==> config.mk <==
export PLATFORM = sky130hd
export DESIGN_NAME = udfx_extractor
export DESIGN_NICKNAME = d
export VERILOG_FILES = /design/src/rtl/udfx_pkg.sv /design/src/rtl/udfx_slot.sv /design/src/rtl/udfx_extractor.sv
export SDC_FILE = /design/constraint.sdc
export NUM_CORES = 1
export LEC_CHECK = 0
export ABC_CLOCK_PERIOD_IN_PS = 4390
export BUFFER_PORTS_ARGS = -buffer_cell sky130_fd_sc_hd__buf_4
export CORE_MARGIN = 2
export CORE_UTILIZATION = 55
export CTS_CLUSTER_DIAMETER = 100
export DETAILED_ROUTE_END_ITERATION = 10
export GPL_ROUTABILITY_DRIVEN = 1
export PLACE_DENSITY = 0.77
export SKIP_LAST_GASP = 1
export SYNTH_ARGS = -nofsm -noshare
export SYNTH_HDL_FRONTEND = slang
export SYNTH_HIERARCHICAL = 1
export SYNTH_SLANG_ARGS = --single-unit
==> constraint.sdc <==
create_clock -name clk -period 4.39 [get_ports clk]
set_clock_uncertainty 0.05 [all_clocks]
set_input_delay 0.439 -clock clk [delete_from_list [all_inputs] [get_ports clk]]
set_output_delay 0.439 -clock clk [all_outputs]
set_load 0.02 [all_outputs]
==> src/rtl/udfx_pkg.sv <==
package udfx_pkg;
    localparam int CFG_W = 8;
    localparam int FIELD_W = 16;

    typedef enum logic [1:0] {
        ANC_SOF  = 2'd0,
        ANC_RSVD = 2'd1,
        ANC_L2   = 2'd2,
        ANC_L3   = 2'd3
    } anchor_e;
endpackage

==> src/rtl/udfx_slot.sv <==
module udfx_slot
    import udfx_pkg::*;
#(
    parameter int POS_W = 8
) (
    input  logic                 clk,
    input  logic                 rst_n,
    input  logic                 beat_i,
    input  logic                 sof_i,
    input  logic [POS_W+1:0]     pos_i,
    input  logic [7:0]           byte_i,
    input  logic                 in_use_i,
    input  logic [6:0]           cfg_i,
    input  logic [POS_W-1:0]     l2_i,
    input  logic [POS_W-1:0]     l3_i,
    output logic [FIELD_W-1:0]   field_o,
    output logic                 valid_o
);
    localparam int TW = POS_W + 2;

    typedef struct packed {
        logic [FIELD_W-1:0] field;
        logic               valid;
    } slot_st_t;

    slot_st_t      st_d, st_q;
    anchor_e       anchor;
    logic          usable;
    logic [TW-1:0] base;
    logic [TW-1:0] tgt_hi;
    logic [TW-1:0] tgt_lo;

    always_comb begin
        anchor = anchor_e'(cfg_i[6:5]);
        usable = in_use_i && (anchor != ANC_RSVD);
        case (anchor)
            ANC_L2:  base = {2'b00, l2_i};
            ANC_L3:  base = {2'b00, l3_i};
            default: base = '0;
        endcase
        tgt_hi = base + {{(TW-6){1'b0}}, cfg_i[4:0], 1'b0};
        tgt_lo = tgt_hi + TW'(1);

        st_d = st_q;
        if (beat_i && sof_i) begin
            st_d = '0;
        end
        if (beat_i && usable) begin
            if (pos_i == tgt_hi) begin
                st_d.field[15:8] = byte_i;
            end
            if (pos_i == tgt_lo) begin
                st_d.field[7:0] = byte_i;
                st_d.valid      = 1'b1;
            end
        end
    end

    always_ff @(posedge clk or negedge rst_n) begin
        if (!rst_n) begin
            st_q <= '0;
        end else begin
            st_q <= st_d;
        end
    end

    assign field_o = st_q.field;
    assign valid_o = st_q.valid;

    // a flag can only rise after a stream beat
    a_r6_rise_on_beat: assert property (@(posedge clk) disable iff (!rst_n)
        $rose(st_q.valid) |-> $past(beat_i));

    // a flag can only drop after a start-of-frame beat
    a_r10_fall_on_sof: assert property (@(posedge clk) disable iff (!rst_n)
        $fell(st_q.valid) |-> $past(beat_i && sof_i));
endmodule

==> src/rtl/udfx_extractor.sv <==
module udfx_extractor
    import udfx_pkg::*;
#(
    parameter int NUM_SLOTS = 9,
    parameter int POS_W     = 8
) (
    input  logic                           clk,
    input  logic                           rst_n,
    input  logic                           in_valid,
    input  logic                           in_sof,
    input  logic                           in_eof,
    input  logic [7:0]                     in_byte,
    input  logic [POS_W-1:0]               l2_end,
    input  logic [POS_W-1:0]               l3_end,
    input  logic [NUM_SLOTS*CFG_W-1:0]     slot_cfg,
    output logic [NUM_SLOTS*FIELD_W-1:0]   udf_data,
    output logic [NUM_SLOTS-1:0]           udf_valid,
    output logic [$clog2(NUM_SLOTS+1)-1:0] slot_count,
    output logic                           frame_done
);
    localparam int TW    = POS_W + 2;
    localparam int CNT_W = $clog2(NUM_SLOTS + 1);
    localparam logic [TW-1:0] POS_MAX = '1;

    typedef struct packed {
        logic                       in_frame;
        logic [TW-1:0]              pos;
        logic [NUM_SLOTS*CFG_W-1:0] cfg;
        logic [POS_W-1:0]           l2;
        logic [POS_W-1:0]           l3;
        logic                       done;
    } ctl_st_t;

    ctl_st_t                    st_d, st_q;
    logic                       sof_beat;
    logic                       beat;
    logic [TW-1:0]              beat_pos;
    logic [NUM_SLOTS*CFG_W-1:0] eff_cfg;
    logic [POS_W-1:0]           eff_l2;
    logic [POS_W-1:0]           eff_l3;
    logic [CNT_W-1:0]           cnt;
    logic [NUM_SLOTS*FIELD_W-1:0] raw_field;

    always_comb begin
        sof_beat = in_valid && in_sof;
        beat     = in_valid && (in_sof || st_q.in_frame);
        beat_pos = sof_beat ? '0 : st_q.pos;
        eff_cfg  = sof_beat ? slot_cfg : st_q.cfg;
        eff_l2   = sof_beat ? l2_end : st_q.l2;
        eff_l3   = sof_beat ? l3_end : st_q.l3;

        st_d = st_q;
        if (sof_beat) begin
            st_d.cfg      = slot_cfg;
            st_d.l2       = l2_end;
            st_d.l3       = l3_end;
            st_d.in_frame = 1'b1;
            st_d.done     = 1'b0;
        end
        if (beat) begin
            st_d.pos = (beat_pos == POS_MAX) ? POS_MAX : beat_pos + TW'(1);
            if (in_eof) begin
                st_d.in_frame = 1'b0;
                st_d.done     = 1'b1;
            end
        end
    end

    always_ff @(posedge clk or negedge rst_n) begin
        if (!rst_n) begin
            st_q <= '0;
        end else begin
            st_q <= st_d;
        end
    end

    always_comb begin
        cnt = '0;
        for (int i = 0; i < NUM_SLOTS; i++) begin
            cnt = cnt + CNT_W'(|st_q.cfg[i*CFG_W +: CFG_W]);
        end
    end

    assign slot_count = cnt;
    assign frame_done = st_q.done;

    for (genvar g = 0; g < NUM_SLOTS; g++) begin : g_slot
        udfx_slot #(.POS_W(POS_W)) u_slot (
            .clk      (clk),
            .rst_n    (rst_n),
            .beat_i   (beat),
            .sof_i    (sof_beat),
            .pos_i    (beat_pos),
            .byte_i   (in_byte),
            .in_use_i (|eff_cfg[g*CFG_W +: CFG_W]),
            .cfg_i    (eff_cfg[g*CFG_W +: 7]),
            .l2_i     (eff_l2),
            .l3_i     (eff_l3),
            .field_o  (raw_field[g*FIELD_W +: FIELD_W]),
            .valid_o  (udf_valid[g])
        );

        assign udf_data[g*FIELD_W +: FIELD_W] =
            udf_valid[g] ? raw_field[g*FIELD_W +: FIELD_W] : '0;

        // a valid slot was configured with a nonzero byte
        a_r3_valid_needs_cfg: assert property (@(posedge clk) disable iff (!rst_n)
            udf_valid[g] |-> (|st_q.cfg[g*CFG_W +: CFG_W]));

        // reserved anchor never yields a valid field
        a_r4_reserved_invalid: assert property (@(posedge clk) disable iff (!rst_n)
            udf_valid[g] |-> (st_q.cfg[g*CFG_W+5 +: 2] != 2'b01));
    end

    // end-of-frame beat raises the done flag
    a_r9_done_after_eof: assert property (@(posedge clk) disable iff (!rst_n)
        (in_valid && in_eof && (in_sof || st_q.in_frame)) |=> frame_done);

    // a start of frame without end clears the done flag
    a_r9_sof_clears_done: assert property (@(posedge clk) disable iff (!rst_n)
        (in_valid && in_sof && !in_eof) |=> !frame_done);

    // with no beat, every result holds
    a_r7_hold_when_idle: assert property (@(posedge clk) disable iff (!rst_n)
        !in_valid |=> ($stable(udf_valid) && $stable(udf_data) && $stable(slot_count)));
endmodule

==> results of run 1 <==
## critical path, cell delays in order, from the launching register on
cell and delay (ps):
dfrtp_1 400, nor4_2 310, nand2_1 120, nor2_2 140
fa_1 480, inv_2 80, fa_1 410, inv_2 70
fa_1 390, inv_2 80, fa_2 210, inv_2 40
fa_2 560, inv_2 40, buf_6 120
## state kept, by name (all words and copies together), names as in the netlist
name                   cells
st_q                      99
g_slot.u_slot/field_o    144
frame_done                 1
g_slot.u_slot/valid_o      9
## where the power goes
group	internal [mW]	switching (mW)	leakage, nW
sequential	2.69	0.284	3.36
clock	1.35	0.975	0.438
combinational	1.17	1.65	7.43
## stage by stage
step	cell area [µm²]	utilization (%)	cells	setup WS, ps
2_1_floorplan	18200	-	2138	58.1
3_3_place_gp	21100	64.8	2860	102
3_5_place_dp	21100	64.8	2860	-133
4_1_cts	22000	67.7	2912	-144
5_1_grt	22100	67.8	2915	-283
6_report	22100	67.8	2915	-115
## layout make-up
class | instances | area share [%]
Multi-Input combinational cell | 1682 | 49.8
Sequential cell | 253 | 28.7
Timing Repair Buffer | 364 | 12.9
Clock buffer | 36 | 3.30
Tap cell | 442 | 2.51
Inverter | 125 | 2.14
Clock inverter | 13 | 0.703
## worst max-delay path by stage
| stage | startpoint | end | slack, ps | cells past startpoint |
|---|---|---|---|---|
| after floorplan | in_valid | g_slot[0].u_slot/field_o[0] | 60 | 20 |
| after global placement | in_valid | g_slot[2].u_slot/field_o[4] | 100 | 19 |
| after detailed placement | in_valid | g_slot[2].u_slot/field_o[0] | -130 | 19 |
| after CTS | st_q[23] | slot_count[1] | -140 | 14 |
| after global routing | st_q[31] | slot_count[2] | -280 | 14 |
| final | st_q[31] | slot_count[1] | -110 | 14 |
## logic make-up after synthesis
| family | after synthesis | synth area share [%] |
|---|---|---|
| xor gates and xnor gates | 207 | 10.2 |
| muxes | 141 | 7.91 |
| DFF | 253 | 34.8 |
| buffers and inverters | 203 | 5.09 |
| and+or+nand+nor | 1018 | 26.9 |
| AOI/OAI and AO/OA | 245 | 9.55 |
| adders and majority gates | 71 | 5.46 |
## cells in the final DEF (no fill, tap or decap), drive strengths merged, types with 15 or more instances in the layout
| cell type | instances |
|---|---|
| nand2 | 504 |
| buf | 363 |
| dfrtp | 253 |
| and2 | 166 |
| mux2i | 126 |
| inv | 126 |
| xnor2 | 103 |
| xor2 | 102 |
| o21ai | 99 |
| nor2 | 89 |
| nand3 | 59 |
| ha | 57 |
| a21oi | 47 |
| nor3 | 44 |
| clkbuf | 36 |
| nand4 | 29 |
| nor4 | 26 |
| nor2b | 25 |
| a21o | 22 |
| mux2 | 15 |
## timing repair
action | in CTS | in global routing
setup buffers | 2 | 3
gates resized for setup | 6 | 11
endpoints found under the hold margin | 111 | 0
cloned | 0 | 0
hold buffers | 1 | 0
setup endpoints to repair | 2 | 3
pin swaps | 5 | 8
## metal layers
metal | vias to the layer above | routed length [µm] | track usage, %
met5 | - | 0 | 0
met4 | 0 | 2080 | 12.2
met3 | 131 | 4440 | 4.56
met2 | 716 | 24500 | 51.1
met1 | 7809 | 22800 | 41.9
li1 | 7767 | - | -
==> impl_metrics.env, run 1 <==
export IMPL_worstPathRequired_ps=3900
export IMPL_antenna_found_initial=0
export IMPL_holdPathStages=2
export IMPL_cts_htree_levels=1
export IMPL_cellLeakagePower_nw=11.2
export IMPL_synth_async_reset_ratio_pct=100
export IMPL_worstSetupPathType="flop to output port"
export IMPL_starting_density_of_the_core_pct=55.9
export IMPL_synth_lib_cells_used_distinct=73
export IMPL_filler_cell_count=2723
export IMPL_fmax_mhz=222
export IMPL_cp_max_fo=2
export IMPL_synth_yosys_seq_area_share_pct=34.8
export IMPL_failed_checks="negative setup slack"
export IMPL_dp_hpwl_um=39300
export IMPL_design_portCount=259
export IMPL_timing_max_transition_violations_final=0
export IMPL_groute_usage_overall_pct=31.2
export IMPL_die_width_um=186
export IMPL_yosysWarningCount=6
export IMPL_synthDominantCellAreaShare_pct=34.8
export IMPL_setup_worst_path_start_class="flop"
export IMPL_min_period_ps=4500
export IMPL_clock_tree_from_tritoncts="built"
export IMPL_crit_reg2reg_launch="st_q[22]"
export IMPL_worst_setup_path_end_kind="output port"
export IMPL_insertion_delay_ps=550
export IMPL_whs_ps=21.7
export IMPL_finalSetupViolations=2
export IMPL_period_share_pct=103
export IMPL_nets=2625
export IMPL_tritoncts_num_buffers=27
export IMPL_reg2reg_setup_slack_ps=430
export IMPL_remaining_drc_errors=0
export IMPL_postRouteWirelength_um=53900
export IMPL_timing_hold_violations_final=0
export IMPL_critical_path_arrival_ps=4020
export IMPL_post_synth_inst_count=2138
export IMPL_seq_area_um2=6330
export IMPL_detail_route_antenna_nets=0
export IMPL_viasPerCell=5.63
export IMPL_placeableCoreArea_um2=32500
export IMPL_hp_start="in_eof"
export IMPL_timing_hold_worst_endpoint="st_q[99]"
export IMPL_cts_sinks=253
export IMPL_routed_via_count=16400
export IMPL_placement_io_buffers=258
export IMPL_power_density_nw_per_um2=368
export IMPL_gp_congestion=0.940
export IMPL_floorplan_die_area_um2=34500
export IMPL_maxSlewHeadroom_pct=30.8
export IMPL_postSynth_topFlopCell="dfrtp_1"
export IMPL_worst_slew_pin_slew_ps=1040
export IMPL_synth_seq_cells=253
export IMPL_timing_final_ws_setup_ps=-115
export IMPL_vdd_ir_drop_max_mv=0.317
export IMPL_synthMostInstantiatedCell="nand2_1"
export IMPL_max_clock_path_buffers=3
export IMPL_status="complete, but fails checks"
export IMPL_num_rows=66
export IMPL_vias_in_the_first_global_route=16300
export IMPL_r2r_worst_path_cells=17
export IMPL_grt_residual_overflow=0
export IMPL_dr_pass1_iters=6
export IMPL_hp_class="primary input to flop"
export IMPL_area_growth_syn_to_layout_pct=21.4
export IMPL_diodes=0
export IMPL_avgSynthCellArea_um2=8.50
export IMPL_clk_pin_slew_worst_paths_ps=60
export IMPL_critical_path_reg2reg_endpoint="g_slot[0].u_slot/field_o[0]"
export IMPL_synth_area_leader_cell="dfrtp_1"
export IMPL_die_h_um=186
export IMPL_fin_setup_tns_ps=-212
export IMPL_cts_root_buf="clkbuf_16"
export IMPL_share_of_cells_above_drive_strength_1_pct=20.0
export IMPL_area_occupied_by_multi_input_gates_um2=11000
export IMPL_total_power_mw=8.11
export IMPL_maxCapViolations=0
export IMPL_postSynthNetCount=2310
export IMPL_post_synth_instance_area_um2=18200
export IMPL_dr_first_iter_drc_count=1201
export IMPL_synth_top_cells_by_area="dfrtp_1 (35%), nand2_1 (10%), mux2i_1 (6.9%), and2_1 (5.7%), xnor2_1 (4.9%)"
export IMPL_grt_start_max_net_pins=115
export IMPL_wl_per_cell_um=18.5
export IMPL_grt_setup_unrepaired="true"
export IMPL_synth_enable_flop_cells=0
export IMPL_synth_cells_most_frequent="nand2_1 (502), dfrtp_1 (253), and2_1 (166)"
export IMPL_first_pass_grt_wire_length_um=84900
Note: power is estimated with default switching activity, not from simulation.
==> run 2: changes to the inputs <==
--- a/config.mk
+++ b/config.mk
@@ -6,7 +6,7 @@
 export NUM_CORES = 1
 export LEC_CHECK = 0
 export ABC_CLOCK_PERIOD_IN_PS = 4390
-export BUFFER_PORTS_ARGS = -buffer_cell sky130_fd_sc_hd__buf_4
+export BUFFER_PORTS_ARGS = -buffer_cell sky130_fd_sc_hd__buf_2
 export CORE_MARGIN = 2
 export CORE_UTILIZATION = 55
 export CTS_CLUSTER_DIAMETER = 100
==> impl_metrics.env, run 2 (synthesis results as in run 1) <==
export IMPL_clock_tree_from_tritoncts="built"
export IMPL_hp_class="primary input to flop"
export IMPL_vias_in_the_first_global_route=16100
export IMPL_cellLeakagePower_nw=11.1
export IMPL_maxSlewHeadroom_pct=37.9
export IMPL_antenna_found_initial=0
export IMPL_total_power_mw=7.92
export IMPL_grt_residual_overflow=0
export IMPL_dr_pass1_iters=6
export IMPL_nets=2622
export IMPL_groute_usage_overall_pct=30.2
export IMPL_status="complete, but fails checks"
export IMPL_gp_congestion=0.960
export IMPL_grt_setup_unrepaired="true"
export IMPL_cp_slowest_cell="fa_1"
export IMPL_fmax_mhz=221
export IMPL_period_share_pct=103
export IMPL_dr_first_iter_drc_count=1135
export IMPL_critical_path_n_buffers_inverters=5
export IMPL_layout_commonest_cell="nand2_1"
export IMPL_share_of_cells_above_drive_strength_1_pct=19.7
export IMPL_setup_worst_path_start_class="flop"
export IMPL_worstPathRequired_ps=3900
export IMPL_worstSetupPathType="flop to output port"
export IMPL_cts_sinks=253
export IMPL_die_width_um=186
export IMPL_wl_per_cell_um=18.2
export IMPL_num_rows=66
export IMPL_max_clock_path_buffers=3
export IMPL_design_portCount=259
export IMPL_finalSetupViolations=2
export IMPL_remaining_drc_errors=0
export IMPL_cts_htree_levels=1
export IMPL_floorplan_die_area_um2=34500
export IMPL_first_pass_grt_wire_length_um=82700
export IMPL_cp_max_fo=2
export IMPL_maxCapViolations=0
export IMPL_starting_density_of_the_core_pct=55.9
export IMPL_power_density_nw_per_um2=371
export IMPL_critical_path_max_stage_delay_ps=480
export IMPL_layout_cell_area_non_filler_um2=21300
export IMPL_timing_hold_violations_final=0
export IMPL_clk_pin_slew_worst_paths_ps=60
export IMPL_min_period_ps=4520
export IMPL_die_h_um=186
export IMPL_failed_checks="negative setup slack"
export IMPL_worst_slew_pin_slew_ps=932
export IMPL_dp_hpwl_um=39300
export IMPL_routed_via_count=16500
export IMPL_crit_family="adder cells"
export IMPL_timing_final_ws_setup_ps=-127
export IMPL_timing_max_transition_violations_final=0
export IMPL_dpl_cell_area_um2=20400
export IMPL_cts_root_buf="clkbuf_16"
export IMPL_area_growth_syn_to_layout_pct=17.3
export IMPL_grt_start_max_net_pins=118
export IMPL_largest_register_ff_count=144
export IMPL_tritoncts_num_buffers=27
export IMPL_crit_path_cell_trace="nor4_2, nand2_1, nor2_4, fa_1, inv_2, fa_1, inv_2, fa_1, inv_2, fa_2, inv_2, fa_1, xnor2_1, buf_2"
export IMPL_insertion_delay_ps=550
export IMPL_placement_io_buffers=258
export IMPL_post_placement_setup_slack_ps=-105
export IMPL_postRouteWirelength_um=52900
export IMPL_diodes=0
export IMPL_worst_setup_path_end_kind="output port"
export IMPL_critical_path_arrival_ps=4030
export IMPL_detail_route_antenna_nets=0
export IMPL_placeableCoreArea_um2=32500
export IMPL_viasPerCell=5.67
export IMPL_vdd_ir_drop_max_mv=0.292
export IMPL_highest_count_cells_in_the_layout_ignoring_fill_and_taps="nand2_1 (501), buf_2 (256), dfrtp_1 (253)"
==> run 2: cell count changes in the layout (fill, tap and decap cells not counted), moves of 2 or more <==
cell | before | now
clkbuf_8 | 2 | 4
buf_12 | 7 | 5
bufinv_16 | 3 | 1
buf_4 | 353 | 97
buf_2 | 0 | 256
==> run 2: routing by layer <==
layer	track usage (%)	share of wire, %	vias to the layer above
li1	-	-	7768
met1	41.6	43	7883
met2	49.3	45	730
met3	3.74	7.9	130
met4	10.4	3.3	0
met5	0	0	-
==> run 2: cell type report <==
cell class                 count  area, µm²
inverter                     125        472
clock inverter                 9       81.3
sequential                   253       6330
tap                          442        553
fill                        2727      11200
timing repair buffer         361       2150
clock buffer                  38        757
multi-input combinational   1682      11000
==> run 2: what timing repair did <==
item,in CTS,in global routing
gates resized for setup,9,4
setup endpoints to repair,3,4
pin swaps,6,3
buffers inserted,1,2
hold endpoints to repair,114,0
hold buffers,1,0
==> run 2: path summary, 6_finish.rpt <==
check | startpoint | to | slack (ps) | cells after the start
max | st_q[19] | slot_count[2] | -130 | 14
min | in_eof | st_q[99] | 30 | 2
max reg2reg | st_q[22] | g_slot[0].u_slot/field_o[7] | 390 | 16
min reg2reg | st_q[8] | st_q[8] | 440 | 2
max in group asynchronous | rst_n | st_q[53] | 2730 | 3
min in group asynchronous | rst_n | g_slot[8].u_slot/valid_o | 520 | 2
==> run 2: where the power goes <==
group / internal, mW / switching [mW] / total, mW
combinational: 1.11 / 1.64 / 2.75
clock: 1.25 / 0.938 / 2.19
sequential: 2.69 / 0.287 / 2.97
total: 5.05 / 2.87 / 7.92
==> run 2: worst register-to-register path, stage by stage (launching register included) <==
cell and delay [ps]:
dfrtp_1 410, nand2_1 70, nand2_1 150, mux2i_1 190
nor2b_1 170, ha_1 190, inv_1 60, fa_1 410
nand2b_1 160, a21oi_1 200, xor2_1 400, nand4_2 180
o211ai_2 170, o211ai_1 160, a2111oi_4 440, buf_4 280
mux2i_1 220
==> run 2: stage by stage <==
stage / util, % / instances / hold slack, ps / setup TNS [ps]
after global routing: 65.5 / 2910 / 32.0 / -602
final: 65.5 / 2910 / 32.2 / -254
after global placement: 62.8 / 2859 / 409 / 0
after CTS: 65.5 / 2908 / 17.4 / -378
after floorplan: - / 2138 / 93.4 / 0
after detailed placement: 62.8 / 2859 / 415 / -1410
==> run 3: changes to the inputs <==
--- a/config.mk
+++ b/config.mk
@@ -12,7 +12,7 @@
 export CTS_CLUSTER_DIAMETER = 100
 export DETAILED_ROUTE_END_ITERATION = 10
 export GPL_ROUTABILITY_DRIVEN = 1
-export PLACE_DENSITY = 0.77
+export PLACE_DENSITY = 0.76
 export SKIP_LAST_GASP = 1
 export SYNTH_ARGS = -nofsm -noshare
 export SYNTH_HDL_FRONTEND = slang
==> impl_metrics.env, run 3 (synthesis results as in run 1) <==
export IMPL_grt_start_max_net_pins=145
export IMPL_cellLeakagePower_nw=11.7
export IMPL_fmax_mhz=224
export IMPL_p_sw_mw=3.01
export IMPL_power_density_nw_per_um2=384
export IMPL_cts_htree_levels=1
export IMPL_area_growth_syn_to_layout_pct=22.2
export IMPL_period_share_pct=102
export IMPL_timing_final_ws_setup_ps=-73.8
export IMPL_nets=2712
export IMPL_share_of_cells_above_drive_strength_1_pct=23.0
export IMPL_first_pass_grt_wire_length_um=85000
export IMPL_placement_io_buffers=258
export IMPL_worstSetupPathType="flop to output port"
export IMPL_design_portCount=259
export IMPL_num_rows=66
export IMPL_clock_tree_from_tritoncts="built"
export IMPL_tritoncts_num_buffers=29
export IMPL_remaining_drc_errors=0
export IMPL_wl_per_cell_um=18.3
export IMPL_timing_max_transition_violations_final=0
export IMPL_maxCapViolations=0
export IMPL_insertion_delay_ps=580
export IMPL_total_power_mw=8.53
export IMPL_min_period_ps=4460
export IMPL_switching_share_pct=35.3
export IMPL_whs_ps=-18.5
export IMPL_internal_power_mw=5.52
export IMPL_worst_slew_pin_slew_ps=1140
export IMPL_dr_first_iter_drc_count=1234
export IMPL_groute_usage_overall_pct=31.5
export IMPL_grt_residual_overflow=0
export IMPL_cp_max_fo=2
export IMPL_dp_hpwl_um=40000
export IMPL_diodes=0
export IMPL_vias_in_the_first_global_route=16200
export IMPL_placeableCoreArea_um2=32500
export IMPL_grt_setup_unrepaired="true"
export IMPL_p_clk_share_pct=30.4
export IMPL_filler_cell_count=2663
export IMPL_dr_pass1_iters=5
export IMPL_detail_route_antenna_nets=0
export IMPL_antenna_found_initial=0
export IMPL_max_clock_path_buffers=3
export IMPL_vdd_ir_drop_max_mv=0.341
export IMPL_floorplan_die_area_um2=34500
export IMPL_finalSetupViolations=2
export IMPL_seqPwrFrac_pct=34.9
export IMPL_maxSlewHeadroom_pct=24.2
export IMPL_status="complete, but fails checks"
export IMPL_starting_density_of_the_core_pct=55.9
export IMPL_viasPerCell=5.59
export IMPL_layout_commonest_cell="nand2_1"
export IMPL_cts_sinks=253
export IMPL_reg2reg_setup_slack_ps=430
export IMPL_routed_via_count=16800
export IMPL_clk_pin_slew_worst_paths_ps=60
export IMPL_share_comb_of_total_power_pct=34.7
export IMPL_gp_congestion=0.966
export IMPL_setup_worst_path_start_class="flop"
export IMPL_failed_checks="negative hold slack, negative setup slack"
export IMPL_timing_hold_violations_final=4
export IMPL_cts_root_buf="clkbuf_16"
export IMPL_worst_setup_path_end_kind="output port"
export IMPL_die_h_um=186
export IMPL_worstPathRequired_ps=3900
export IMPL_largest_register_ff_count=144
export IMPL_postRouteWirelength_um=54900
export IMPL_hp_class="primary input to asynchronous set/reset pin"
export IMPL_die_width_um=186
export IMPL_critical_path_arrival_ps=3970
export IMPL_highest_count_cells_in_the_layout_ignoring_fill_and_taps="nand2_1 (500), buf_2 (255), dfrtp_1 (253)"
## run 3: changes by cell type in the layout (fill, tap and decap cells not counted), sizes merged
cell      change
clkinv        -1
clkbuf        +1
inv           -1
bufinv        +3
clkinvlp      +4
buf          +88
## run 3: cell type report
class                      count  area (µm²)  share of cell area, %
inverter                     125         470                   2.12
sequential                   253        6330                   28.5
timing repair buffer         449        2820                   12.7
tap                          442         553                   2.49
clock buffer                  39         833                   3.75
multi-input combinational   1682       11000                   49.5
clock inverter                14         203                  0.912
## run 3: critical path, stage by stage (launching register included)
cell	delay, ps
dfrtp_1	390
nor4_2	300
nand2_2	130
nor2_4	140
fa_1	430
inv_2	80
fa_1	420
inv_2	70
fa_1	430
inv_2	80
fa_2	210
inv_2	40
fa_2	520
inv_2	40
buf_6	120
## run 3: routing by layer
layer,part of all wire (%),vias to the layer above,track usage (%)
met1,42,7950,41.6
met3,8.6,136,5.30
li1,-,7935,-
met4,3.5,0,11.9
met5,0,-,0
met2,46,785,51.9
## run 3: power by group through the flow
| stage | clock network [mW] | registers (mW) | logic (mW) |
|---|---|---|---|
| 4_1_cts | 2.62 | 2.96 | 2.92 |
| 6_report | 2.60 | 2.98 | 2.96 |
| 5_1_grt | 2.72 | 3.02 | 3.23 |
| 3_3_place_gp | 0 | 2.98 | 2.79 |
| 3_5_place_dp | 0 | 3.00 | 2.89 |
| 2_1_floorplan | 0 | 2.91 | 1.96 |
## run 3: path summary, 6_finish.rpt
kind                                         startpoint                            to  cells past startpoint
max                                            st_q[23]                 slot_count[1]                     14
min                                               rst_n  g_slot[6].u_slot/field_o[10]                      1
max reg2reg                                    st_q[10]   g_slot[2].u_slot/field_o[5]                     16
min reg2reg                g_slot[1].u_slot/field_o[10]  g_slot[1].u_slot/field_o[10]                      2
max in group asynchronous                         rst_n                      st_q[40]                      2
min in group clk                           slot_cfg[39]                      st_q[56]                      3
## run 3: what timing repair did
item / CTS / global route
buffers inserted: 0 / 3
pin swaps: 7 / 11
endpoints found under the hold margin: 1 / 0
hold buffers: 1 / 0
resized for setup: 12 / 8
setup endpoints to repair: 4 / 3
## run 3: metrics by stage
stage	util (%)	setup TNS, ps	area [µm²]	setup WS (ps)	instances
2_1_floorplan	-	0	18200	58.1	2138
3_3_place_gp	64.8	-988	21100	-73.8	2947
3_5_place_dp	64.8	-4660	21100	-257	2947
4_1_cts	68.2	-204	22200	-105	3001
5_1_grt	68.3	-410	22200	-208	3004
6_report	68.3	-141	22200	-73.8	3004
